--- src/rtl/src_pkg.sv ---
package src_pkg;
  localparam int unsigned SIG_W    = 16;
  localparam logic [SIG_W-1:0] SIG_TAPS = 16'h002D;
endpackage

--- src/rtl/src_mask_ctrl.sv ---
module src_mask_ctrl #(
  parameter int unsigned N_CHAINS = 8
) (
  input  logic                clk_i,
  input  logic                rst_ni,
  input  logic                si_i,
  input  logic                shift_i,
  input  logic                update_i,
  output logic [N_CHAINS-1:0] mask_o
);
  logic [N_CHAINS-1:0] stage_q, active_q;

  generate
    if (N_CHAINS > 1) begin : g_wide
      always_ff @(posedge clk_i or negedge rst_ni)
        if (!rst_ni)      stage_q <= '0;
        else if (shift_i) stage_q <= {si_i, stage_q[N_CHAINS-1:1]};
    end else begin : g_one
      always_ff @(posedge clk_i or negedge rst_ni)
        if (!rst_ni)      stage_q <= '0;
        else if (shift_i) stage_q <= si_i;
    end
  endgenerate

  always_ff @(posedge clk_i or negedge rst_ni)
    if (!rst_ni)       active_q <= '0;
    else if (update_i) active_q <= stage_q;

  assign mask_o = active_q;


  shadow_hold_chk: assert property (@(posedge clk_i) disable iff (!rst_ni)
    !update_i |=> $stable(active_q));

  shadow_load_chk: assert property (@(posedge clk_i) disable iff (!rst_ni)
    update_i |=> active_q == $past(stage_q));
endmodule

--- src/rtl/src_misr.sv ---
module src_misr
  import src_pkg::*;
#(
  parameter int unsigned W = SIG_W,
  parameter logic [W-1:0] TAPS = SIG_TAPS
) (
  input  logic         clk_i,
  input  logic         rst_ni,
  input  logic         clear_i,
  input  logic         unload_i,
  input  logic         comp_en_i,
  input  logic [W-1:0] data_i,
  output logic [W-1:0] sig_o
);
  logic [W-1:0] q, fb;

  assign fb = q[W-1] ? TAPS : '0;

  always_ff @(posedge clk_i or negedge rst_ni)
    if (!rst_ni)        q <= '0;
    else if (clear_i)   q <= '0;
    else if (unload_i)  q <= {q[W-2:0], 1'b0};
    else if (comp_en_i) q <= {q[W-2:0], 1'b0} ^ fb ^ data_i;

  assign sig_o = q;


  clear_zero_chk: assert property (@(posedge clk_i) disable iff (!rst_ni)
    clear_i |=> q == '0);

  idle_hold_chk: assert property (@(posedge clk_i) disable iff (!rst_ni)
    (!clear_i && !unload_i && !comp_en_i) |=> $stable(q));

  unload_shift_chk: assert property (@(posedge clk_i) disable iff (!rst_ni)
    (unload_i && !clear_i) |=> q[0] == 1'b0);
endmodule

--- src/rtl/src_out_sel.sv ---
module src_out_sel #(
  parameter int unsigned N_CHAINS = 8,
  parameter int unsigned SEL_W    = 3,
  parameter int unsigned W        = 16
) (
  input  logic                bypass_i,
  input  logic [N_CHAINS-1:0] chain_i,
  input  logic [SEL_W-1:0]    sel_i,
  input  logic [W-1:0]        sig_i,
  output logic                ser_o
);
  logic byp_bit;

  always_comb begin
    byp_bit = 1'b0;
    for (int k = 0; k < N_CHAINS; k++)
      if (sel_i == SEL_W'(k)) byp_bit = chain_i[k];
  end

  assign ser_o = bypass_i ? byp_bit : sig_i[W-1];
endmodule

--- src/rtl/scan_resp_compactor.sv ---
module scan_resp_compactor
  import src_pkg::*;
#(
  parameter int unsigned N_CHAINS = 8,
  parameter int unsigned SEL_W    = (N_CHAINS > 1) ? $clog2(N_CHAINS) : 1
) (
  input  logic                clk_i,
  input  logic                rst_ni,
  input  logic [N_CHAINS-1:0] chain_i,
  input  logic                mask_si_i,
  input  logic                mask_shift_i,
  input  logic                mask_update_i,
  input  logic                bypass_i,
  input  logic [SEL_W-1:0]    chain_sel_i,
  input  logic                shift_en_i,
  input  logic                sig_clear_i,
  input  logic                unload_i,
  output logic [SIG_W-1:0]    sig_o,
  output logic                ser_o
);
  localparam int unsigned W = SIG_W;

  logic [N_CHAINS-1:0] mask;
  logic [W-1:0]        comp_d;
  logic                comp_en;

  src_mask_ctrl #(.N_CHAINS(N_CHAINS)) u_mask (
    .clk_i, .rst_ni,
    .si_i(mask_si_i), .shift_i(mask_shift_i), .update_i(mask_update_i),
    .mask_o(mask)
  );

  // Excluded chains feed 0; bits above N_CHAINS are tied off.
  generate
    for (genvar b = 0; b < W; b++) begin : g_din
      if (b < N_CHAINS) begin : g_ch
        assign comp_d[b] = chain_i[b] & ~mask[b];
      end else begin : g_pad
        assign comp_d[b] = 1'b0;
      end
    end
  endgenerate

  assign comp_en = shift_en_i & ~bypass_i;

  src_misr #(.W(W), .TAPS(SIG_TAPS)) u_misr (
    .clk_i, .rst_ni,
    .clear_i(sig_clear_i), .unload_i(unload_i), .comp_en_i(comp_en),
    .data_i(comp_d), .sig_o(sig_o)
  );

  src_out_sel #(.N_CHAINS(N_CHAINS), .SEL_W(SEL_W), .W(W)) u_out (
    .bypass_i, .chain_i, .sel_i(chain_sel_i), .sig_i(sig_o), .ser_o
  );


  mask_zero_chk: assert property (@(posedge clk_i) disable iff (!rst_ni)
    (comp_d[N_CHAINS-1:0] & mask) == '0);

  bypass_hold_chk: assert property (@(posedge clk_i) disable iff (!rst_ni)
    (bypass_i && !sig_clear_i && !unload_i) |=> $stable(sig_o));
endmodule

--- config.mk ---
export PLATFORM = sky130hd
export DESIGN_NAME = scan_resp_compactor
export DESIGN_NICKNAME = d
export VERILOG_FILES = /design/src/rtl/src_pkg.sv /design/src/rtl/src_mask_ctrl.sv /design/src/rtl/src_misr.sv /design/src/rtl/src_out_sel.sv /design/src/rtl/scan_resp_compactor.sv
export SDC_FILE = /design/constraint.sdc
export NUM_CORES = 1
export LEC_CHECK = 0
export ABC_AREA = 1
export CAP_MARGIN = 25
export CORE_MARGIN = 2
export CORE_UTILIZATION = 54
export CTS_BUF_LIST = sky130_fd_sc_hd__clkbuf_2 sky130_fd_sc_hd__clkbuf_4 sky130_fd_sc_hd__clkbuf_8
export CTS_CLUSTER_SIZE = 25
export DETAILED_ROUTE_END_ITERATION = 8
export PLACE_DENSITY = 0.88
export SKIP_CTS_REPAIR_TIMING = 1
export SYNTH_ARGS = -nofsm -noshare
export SYNTH_HDL_FRONTEND = slang
export SYNTH_SLANG_ARGS = --single-unit
--- constraint.sdc ---
create_clock -name clk_i -period 2.05 [get_ports clk_i]
set_clock_uncertainty 0.2 [all_clocks]
set_input_delay 0.41 -clock clk_i [delete_from_list [all_inputs] [get_ports clk_i]]
set_output_delay 0.41 -clock clk_i [all_outputs]
set_load 0.05 [all_outputs]
Yosys cells after proc, flatten, opt, wreduce, memory -nomap -nowiden
Cells that the tools add are included.
Word-level totals
  flip-flop bits (word level): 32
  input bits: 20
  output and inout bits: 17
  word-level logic and storage cells: 45
Cells by class
  equal/unequal tests: 7
  reductions and logical operators: 2
  bitwise logic cells: 20
  muxes and demuxes: 13
Operator list (count)
  $mux W16: 3
  $xor A16 B16 Y16: 1
  $xor A16 B8 Y16: 1
  $eq A3 B3 Y1 const B: 4
  $and A1 B1 Y1: 9
  $mux W1: 9
  $not A1 Y1: 9
  $eq A3 B2 Y1 const B: 2
  $mux W6: 1
  $eq A3 B1 Y1 const B: 1
  $logic_not A3 Y1: 1
  $reduce_bool A3 Y1: 1

Longest topological paths before layout
Gate-level depths: netlist of the first run.
  word-level depth: 10
  mapped depth: 7
  gate-level depth less buffers: 7

Hierarchy
Synthesis of the first run repeated with hierarchy kept, for this count alone.
Unflattened totals
  cells, all modules: 224
  area total of the unflattened synthesis: 1711.6 sq um
By module, submodules not included
  src_misr: sequential area each 400.4 sq um, times used 1, cells an instance 110, area each 902.1 sq um
  src_mask_ctrl: sequential area each 400.4 sq um, times used 1, cells an instance 68, area each 610.6 sq um
  src_out_sel: sequential area each 0.0 sq um, times used 1, cells an instance 27, area each 105.1 sq um
  scan_resp_compactor: sequential area each 0.0 sq um, times used 1, cells an instance 19, area each 93.8 sq um

Worst setup path after synthesis of the first run
No wires, ideal clock.
  path type: register -> output
  start: reg u_misr.q[15], in the netlist u_misr.sig_o[15]
  end: out ser_o
  cell stages (with the launch flop): 3
  setup slack: 0.284 ns
  path buffers: 0
  data required time: 1.440 ns
  data arrival time: 1.156 ns
  cell sequence: dfrtp_1 nand2_1 nand2_1
On the way
  word-level cells in the longest chain between the ends: 1
Ends and longest elaborated chain
  from (decl): line src_misr.sv:15  | logic [W-1:0] q, fb;
  from (signal assigned): line src_misr.sv:22  | else if (unload_i) q <= {q[W-2:0], 1'b0};
  from (signal assigned): line src_misr.sv:23  | else if (comp_en_i) q <= {q[W-2:0], 1'b0} ^ fb ^ data_i;
  $mux W1: line src_out_sel.sv:20  | assign ser_o = bypass_i ? byp_bit : sig_i[W-1];
  to (decl): line scan_resp_compactor.sv:19  | output logic ser_o
No other way between the ends.

Worst setup path in the final report of the first run
  start: in bypass_i
  end: out ser_o
On the way
  word-level cells in the longest chain between the ends: 1
Ends and longest elaborated chain
  from (decl): line scan_resp_compactor.sv:13  | input logic bypass_i,
  $mux W1: line src_out_sel.sv:20
No other way between the ends.

==> results of run 1 <==
-- cell usage after synthesis (all sizes together) --
cell type   n  area (um2)
o21ai      16       87.59
nand3      17       85.08
xor2        4       35.03
nand4       4       25.02
inv        32       122.6
o22ai       8       50.05
nand2      54       205.2
buf         2       10.01
clkbuf      2       7.510
a21oi       4       20.02
o21bai      1       7.510
nor2        8       37.54
dfrtp      32       800.8
-- layout make-up --
cell class                      count  share of cell area
Multi-Input combinational cell    116              0.2785
Sequential cell                    32              0.4015
Clock buffer                        8             0.03325
Timing Repair Buffer               43              0.2058
Tap cell                           31             0.01945
Inverter                           32             0.06148
-- placed cells by master (no fill, tap or decap), drive strengths merged, types with 8 or more instances in the layout --
| cell | count |
|---|---|
| dfrtp | 32 |
| buf | 24 |
| clkdlybuf4s50 | 8 |
| o21ai | 16 |
| nor2 | 8 |
| inv | 32 |
| nand2 | 54 |
| o22ai | 8 |
| dlymetal6s2s | 11 |
| nand3 | 17 |
| clkbuf | 8 |
-- worst paths after layout --
path | cells past startpoint | to | slack [ns] | startpoint
max in group asynchronous | 2 | u_misr.sig_o[10] | 1.08 | rst_ni
hold reg to reg | 2 | u_mask.mask_o[3] | 0.30 | u_mask.stage_q[3]
setup reg to reg | 5 | u_misr.sig_o[2] | 0.75 | u_misr.sig_o[15]
min in group clk_i | 2 | u_mask.mask_o[3] | 0.30 | u_mask.stage_q[3]
hold / removal | 2 | u_mask.stage_q[3] | 0.27 | rst_ni
setup / recovery | 6 | ser_o | 0.11 | bypass_i
-- flip-flops by register name, indices dropped and copies added, names as in the netlist --
register / flops
u_mask.mask_o: 8
u_mask.stage_q: 8
u_misr.sig_o: 16
-- per-stage QoR --
stage / util / cells / TNS [ns] / setup slack (ns)
after floorplan: - / 184 / 0 / 0.2843
after global placement: 0.7066 / 254 / -0.09618 / -0.09618
after detailed placement: 0.7066 / 254 / -0.1509 / -0.1509
after CTS: 0.7313 / 262 / -0.1526 / -0.1526
after global routing: 0.7424 / 262 / 0 / 0.09595
final: 0.7424 / 262 / 0 / 0.1124
-- power by group --
part           switching (uW)  leakage (uW)  internal (uW)  total [uW]
clock                     206     0.0000394            196         401
combinational             195      0.000655            114         310
sequential               34.6      0.000411            689         723
-- layer usage --
layer	track usage	wire (um)	share of wire	vias to the layer above
met5	0	0	0	-
met4	0.09184	52	0.015	0
met3	0.07604	159	0.046	6
met2	0.3920	1732	0.50	33
met1	0.3040	1533	0.44	638
li1	-	-	-	682
-- cell families (layout without fill, tap and decap cells) --
kind of cell / Yosys count / count (layout) / synth area share
and+or+nand+nor: 83 / 83 / 0.2362
DFF: 32 / 32 / 0.5360
AOI/OAI and AO/OA: 29 / 29 / 0.1106
xor gates and xnor gates: 4 / 4 / 0.02345
buffers and inverters: 36 / 83 / 0.09381
==> out/qor.csv, run 1 <==
stage,metric,value,unit
setup_path,CP top delay family,buffers and inverters,
status,status,"complete, no violations",
yosys,Mapped Area,1494,um2
timing,setup violators final,0,
timing,Rel. slew slack,0.6781,
placed_design,port bufs,36,
power_and_ir_drop,LEAKAGE,0.001105,uW
setup_path,CP arrival,1.33,ns
timing,Fin Hold WS,0.2691,ns
detailed_routing,Residual DRC,0,
global_route,vias in the first global route,1313,
global_route,antenna violations before repair,0,
job,max cap viols,0,
setup_path,"most used cell, CP",nand2_1,
detailed_routing,DRT Wirelength,3.477,mm
setup_path,crit path kind,in -> out,
placed_design,dpl hpwl,2.509,mm
yosys,average size of a mapped cell,8.119,um2
yosys,Mapped Cells,184,
layout,fin nets,250,
die,die area,3203,um2
clock_tree,Max Root-Sink Buffers,2,
yosys,Yosys warning count,0,
clock_tree,worst-skew pair later-pin latency,0.33,ns
yosys,Synth Register Bits,32,
layout,"Design Area, Final",1994,um2
worst_hold_path,Min-Delay Path Class,in -> async,
placed_design,Placement Cell Area,1898,um2
timing,post-route minimum period,1.938,ns
clock_tree,H-tree depth,2,
die,Top Ports,37,
die,# rows,19,
timing,fmax,516.1,MHz
global_route,first-pass GRT wire length,5.740,mm
detailed_routing,DR vias/cell,5.187,
global_route,GRT Util Overall,0.2424,
global_route,largest net degree at the start of global routing,33,
power_and_ir_drop,maximum vdd drop,0.6413,mV
yosys,post-synthesis cell type count,18,
detailed_routing,Pre-Repair DR Iteration Count,4,
layout,share of post-route cells with drive strength above 1,0.1732,
detailed_routing,Routed Antenna Nets,0,
layout,area occupied by multi-input gates,555.5,um2
setup_path,slowest CP cell,clkdlybuf4s50_1,
clock_tree,"Clk pin slew, worst setup/hold paths",0.10,ns
power_and_ir_drop,Pwr Total,1434,uW
layout,area added between synthesis and finish,33.50,%
die,CORE AREA,2686,um2
timing,Final Hold Viols,0,
detailed_routing,Routed wire per std cell,13.27,um
setup_path,critical path startpoint category,primary input,
yosys,"Seq/Total Area, Yosys",0.5360,
placed_design,GPL Wtd Cong,0.8512,
power_and_ir_drop,pwr dens,719.2,nW/um2
detailed_routing,DR vias,1359,
die,chip height,56.60,um
clock_tree,total CTS buffers,5,
setup_path,critical path peak fanout,2,
setup_path,CP Cell Sequence,clkdlybuf4s50_1 -> nand2_1 -> nor2_1 -> nand2_1 -> nand2_2 -> buf_12,
die,Starting Density,0.5561,
timing,Worst-Margin Slew,0.4814,ns
setup_path,max incr delay on CP,0.49,ns
die,DIE WIDTH,56.60,um
setup_path,CP Data Required Time,1.44,ns
timing,Final Max Slew Viols,0,
layout,Reg area,800.8,um2
detailed_routing,Iter 0 DRT Violations,40,
clock_tree,clock sink total,32,
clock_tree,root buf cell,clkbuf_4,
setup_path,critical path capture point type,primary output,
timing,crit share post-route,0.9452,
layout,n_diodes,0,
setup_path,worst path bufs/invs,2,
global_route,GRT overflow,0,
layout,fill count,207,
clock_tree,CTS tree,done,
yosys,post-synth net total,204,
timing,RSZ-0062 raised after global routing,no,
Note: power is estimated with default switching activity, not from simulation.
==> run 2: changes to the inputs <==
- CORE_MARGIN: 2 -> default
==> run 2 against run 1 <==
Net effect: sequential share of layout area grew 0.20 points; count of clock-buffer cells in the layout shrank 2; hold slack lost 0.0089 ns; setup slack lost 0.049 ns; first-iteration DRC count grew 33%.
==> out/qor.csv, run 2 (synthesis results as in run 1) <==
stage,metric,value,unit,change
layout,area added between synthesis and finish,32.83,%,
setup_path,r2r setup slk,0.71,ns,-0.04 ns
setup_path,CP Data Required Time,1.44,ns,about the same
setup_path,crit path kind,in -> out,,
setup_path,R2R cell count,5,,unchanged
placed_design,dpl hpwl,2.642,mm,+5.3%
clock_tree,Max Root-Sink Buffers,2,,unchanged
timing,Worst-Margin Slew,0.4546,ns,-0.02679 ns
timing,Final Max Slew Viols,0,,unchanged
die,Top Ports,37,,unchanged
detailed_routing,DR vias/cell,5.352,,+3.2%
setup_path,CP arrival,1.38,ns,+0.05 ns
timing,Rel. slew slack,0.6960,,+0.01792
placed_design,GPL Wtd Cong,0.8414,,-1.2%
clock_tree,total CTS buffers,5,,unchanged
setup_path,Critical R2R Launch,u_misr.sig_o[15],,
timing,post-route minimum period,1.986,ns,+0.04870 ns
layout,"commonest non-fill, non-tap cell in the layout",nand2_1,,
global_route,vias in the first global route,1240,,-5.6%
status,status,"complete, no violations",,
global_route,GRT Util Overall,0.2736,,+0.03126
timing,Fin Hold WS,0.2602,ns,-0.008949 ns
clock_tree,CTS tree,done,,
placed_design,port bufs,36,,unchanged
global_route,antenna violations before repair,0,,unchanged
setup_path,critical path peak fanout,4,,+2
die,DIE WIDTH,54.60,um,-3.5%
layout,Finished Core Util,0.7797,,+0.03731
detailed_routing,Iter 0 DRT Violations,53,,+33%
power_and_ir_drop,maximum vdd drop,0.5914,mV,-7.8%
die,chip height,54.60,um,-3.5%
global_route,GRT overflow,0,,unchanged
global_route,first-pass GRT wire length,5.333,mm,-7.1%
die,CORE AREA,2545,um2,-5.3%
detailed_routing,Routed Antenna Nets,0,,unchanged
layout,max reg flops,16,,unchanged
layout,most frequent cells in the layout,"nand2_1, dfrtp_1, inv_1, buf_4, nand3_1",,
power_and_ir_drop,LEAKAGE,0.001102,uW,-0.22%
power_and_ir_drop,Pwr Total,1385,uW,-3.5%
timing,crit share post-route,0.9689,,+0.02375
worst_hold_path,Min-Delay Path Class,in -> async,,
clock_tree,H-tree depth,2,,unchanged
layout,fill count,195,,-5.8%
detailed_routing,Routed wire per std cell,14.09,um,+6.2%
setup_path,Critical R2R Capture,u_misr.sig_o[2],,
layout,share of post-route cells with drive strength above 1,0.1688,,-0.004329
detailed_routing,DR vias,1397,,+2.8%
layout,n_diodes,0,,unchanged
detailed_routing,Pre-Repair DR Iteration Count,5,,+1
setup_path,critical path startpoint category,primary input,,
job,max cap viols,0,,unchanged
global_route,largest net degree at the start of global routing,33,,unchanged
clock_tree,worst-skew pair later-pin latency,0.34,ns,about the same
die,die area,2981,um2,-6.9%
placed_design,pre-CTS setup slack,-0.2203,ns,-0.06939 ns
detailed_routing,DRT Wirelength,3.678,mm,+5.8%
die,# rows,18,,-1
timing,setup violators final,0,,unchanged
clock_tree,"Clk pin slew, worst setup/hold paths",0.10,ns,about the same
detailed_routing,Residual DRC,0,,unchanged
layout,fin nets,251,,+0.40%
timing,RSZ-0062 raised after global routing,no,,
power_and_ir_drop,pwr dens,697.7,nW/um2,-3.0%
timing,"Worst Setup Slack, final",0.06369,ns,-0.04870 ns
die,Starting Density,0.5870,,+0.03090
setup_path,critical path capture point type,primary output,,
clock_tree,root buf cell,clkbuf_4,,
timing,fmax,503.4,MHz,-2.5%
clock_tree,clock sink total,32,,unchanged
timing,Final Hold Viols,0,,unchanged
## run 2: worst max-delay path, stage by stage
cell and delay [ns]:
dlymetal6s2s_1 0.18, inv_1 0.14, nand2_1 0.09, nand3_1 0.11, nand2_1 0.05, nor2_1 0.09
nand2_1 0.07, nand2_2 0.10, buf_12 0.14
## run 2: layout make-up
class / instances / area [um2] / share of cell area
well taps: 30 / 37.54 / 0.01892
clock inverters: 1 / 5.005 / 0.002522
flip-flops and latches: 32 / 800.8 / 0.4035
clock buffers: 6 / 45.04 / 0.02270
repair buffers: 44 / 417.9 / 0.2106
inverters: 32 / 122.6 / 0.06179
multi-input cells: 116 / 555.5 / 0.2800
## run 2: per-layer routing
metal	up-vias	wire (um)	track usage
met3	7	210	0.09722
met1	660	1523	0.3025
met4	0	59	0.1154
met2	55	1885	0.4699
li1	675	-	-
met5	-	0	0
## run 2: report_power, final
group          internal [uW]  switching (uW)  leakage, uW  total [uW]
registers                689            33.4     0.000411         722
clock network            139             210    0.0000315         350
logic                    115             198     0.000660         313
## run 2: how the worst max path moves through the flow
stage	start	end	slack, ns
after floorplan	u_misr.sig_o[15]	ser_o	0.28
after global placement	chain_sel_i[2]	ser_o	-0.07
after detailed placement	chain_sel_i[2]	ser_o	-0.22
after CTS	chain_sel_i[2]	ser_o	-0.22
after global routing	bypass_i	ser_o	0.05
final	chain_sel_i[2]	ser_o	0.06
## run 2: through the flow
step | cells | area [um2] | TNS, ns
after floorplan | 184 | 1494 | 0
after global placement | 254 | 1904 | -0.06746
after detailed placement | 254 | 1904 | -0.2203
after CTS | 261 | 1954 | -0.2201
after global routing | 261 | 1984 | 0
final | 261 | 1984 | 0
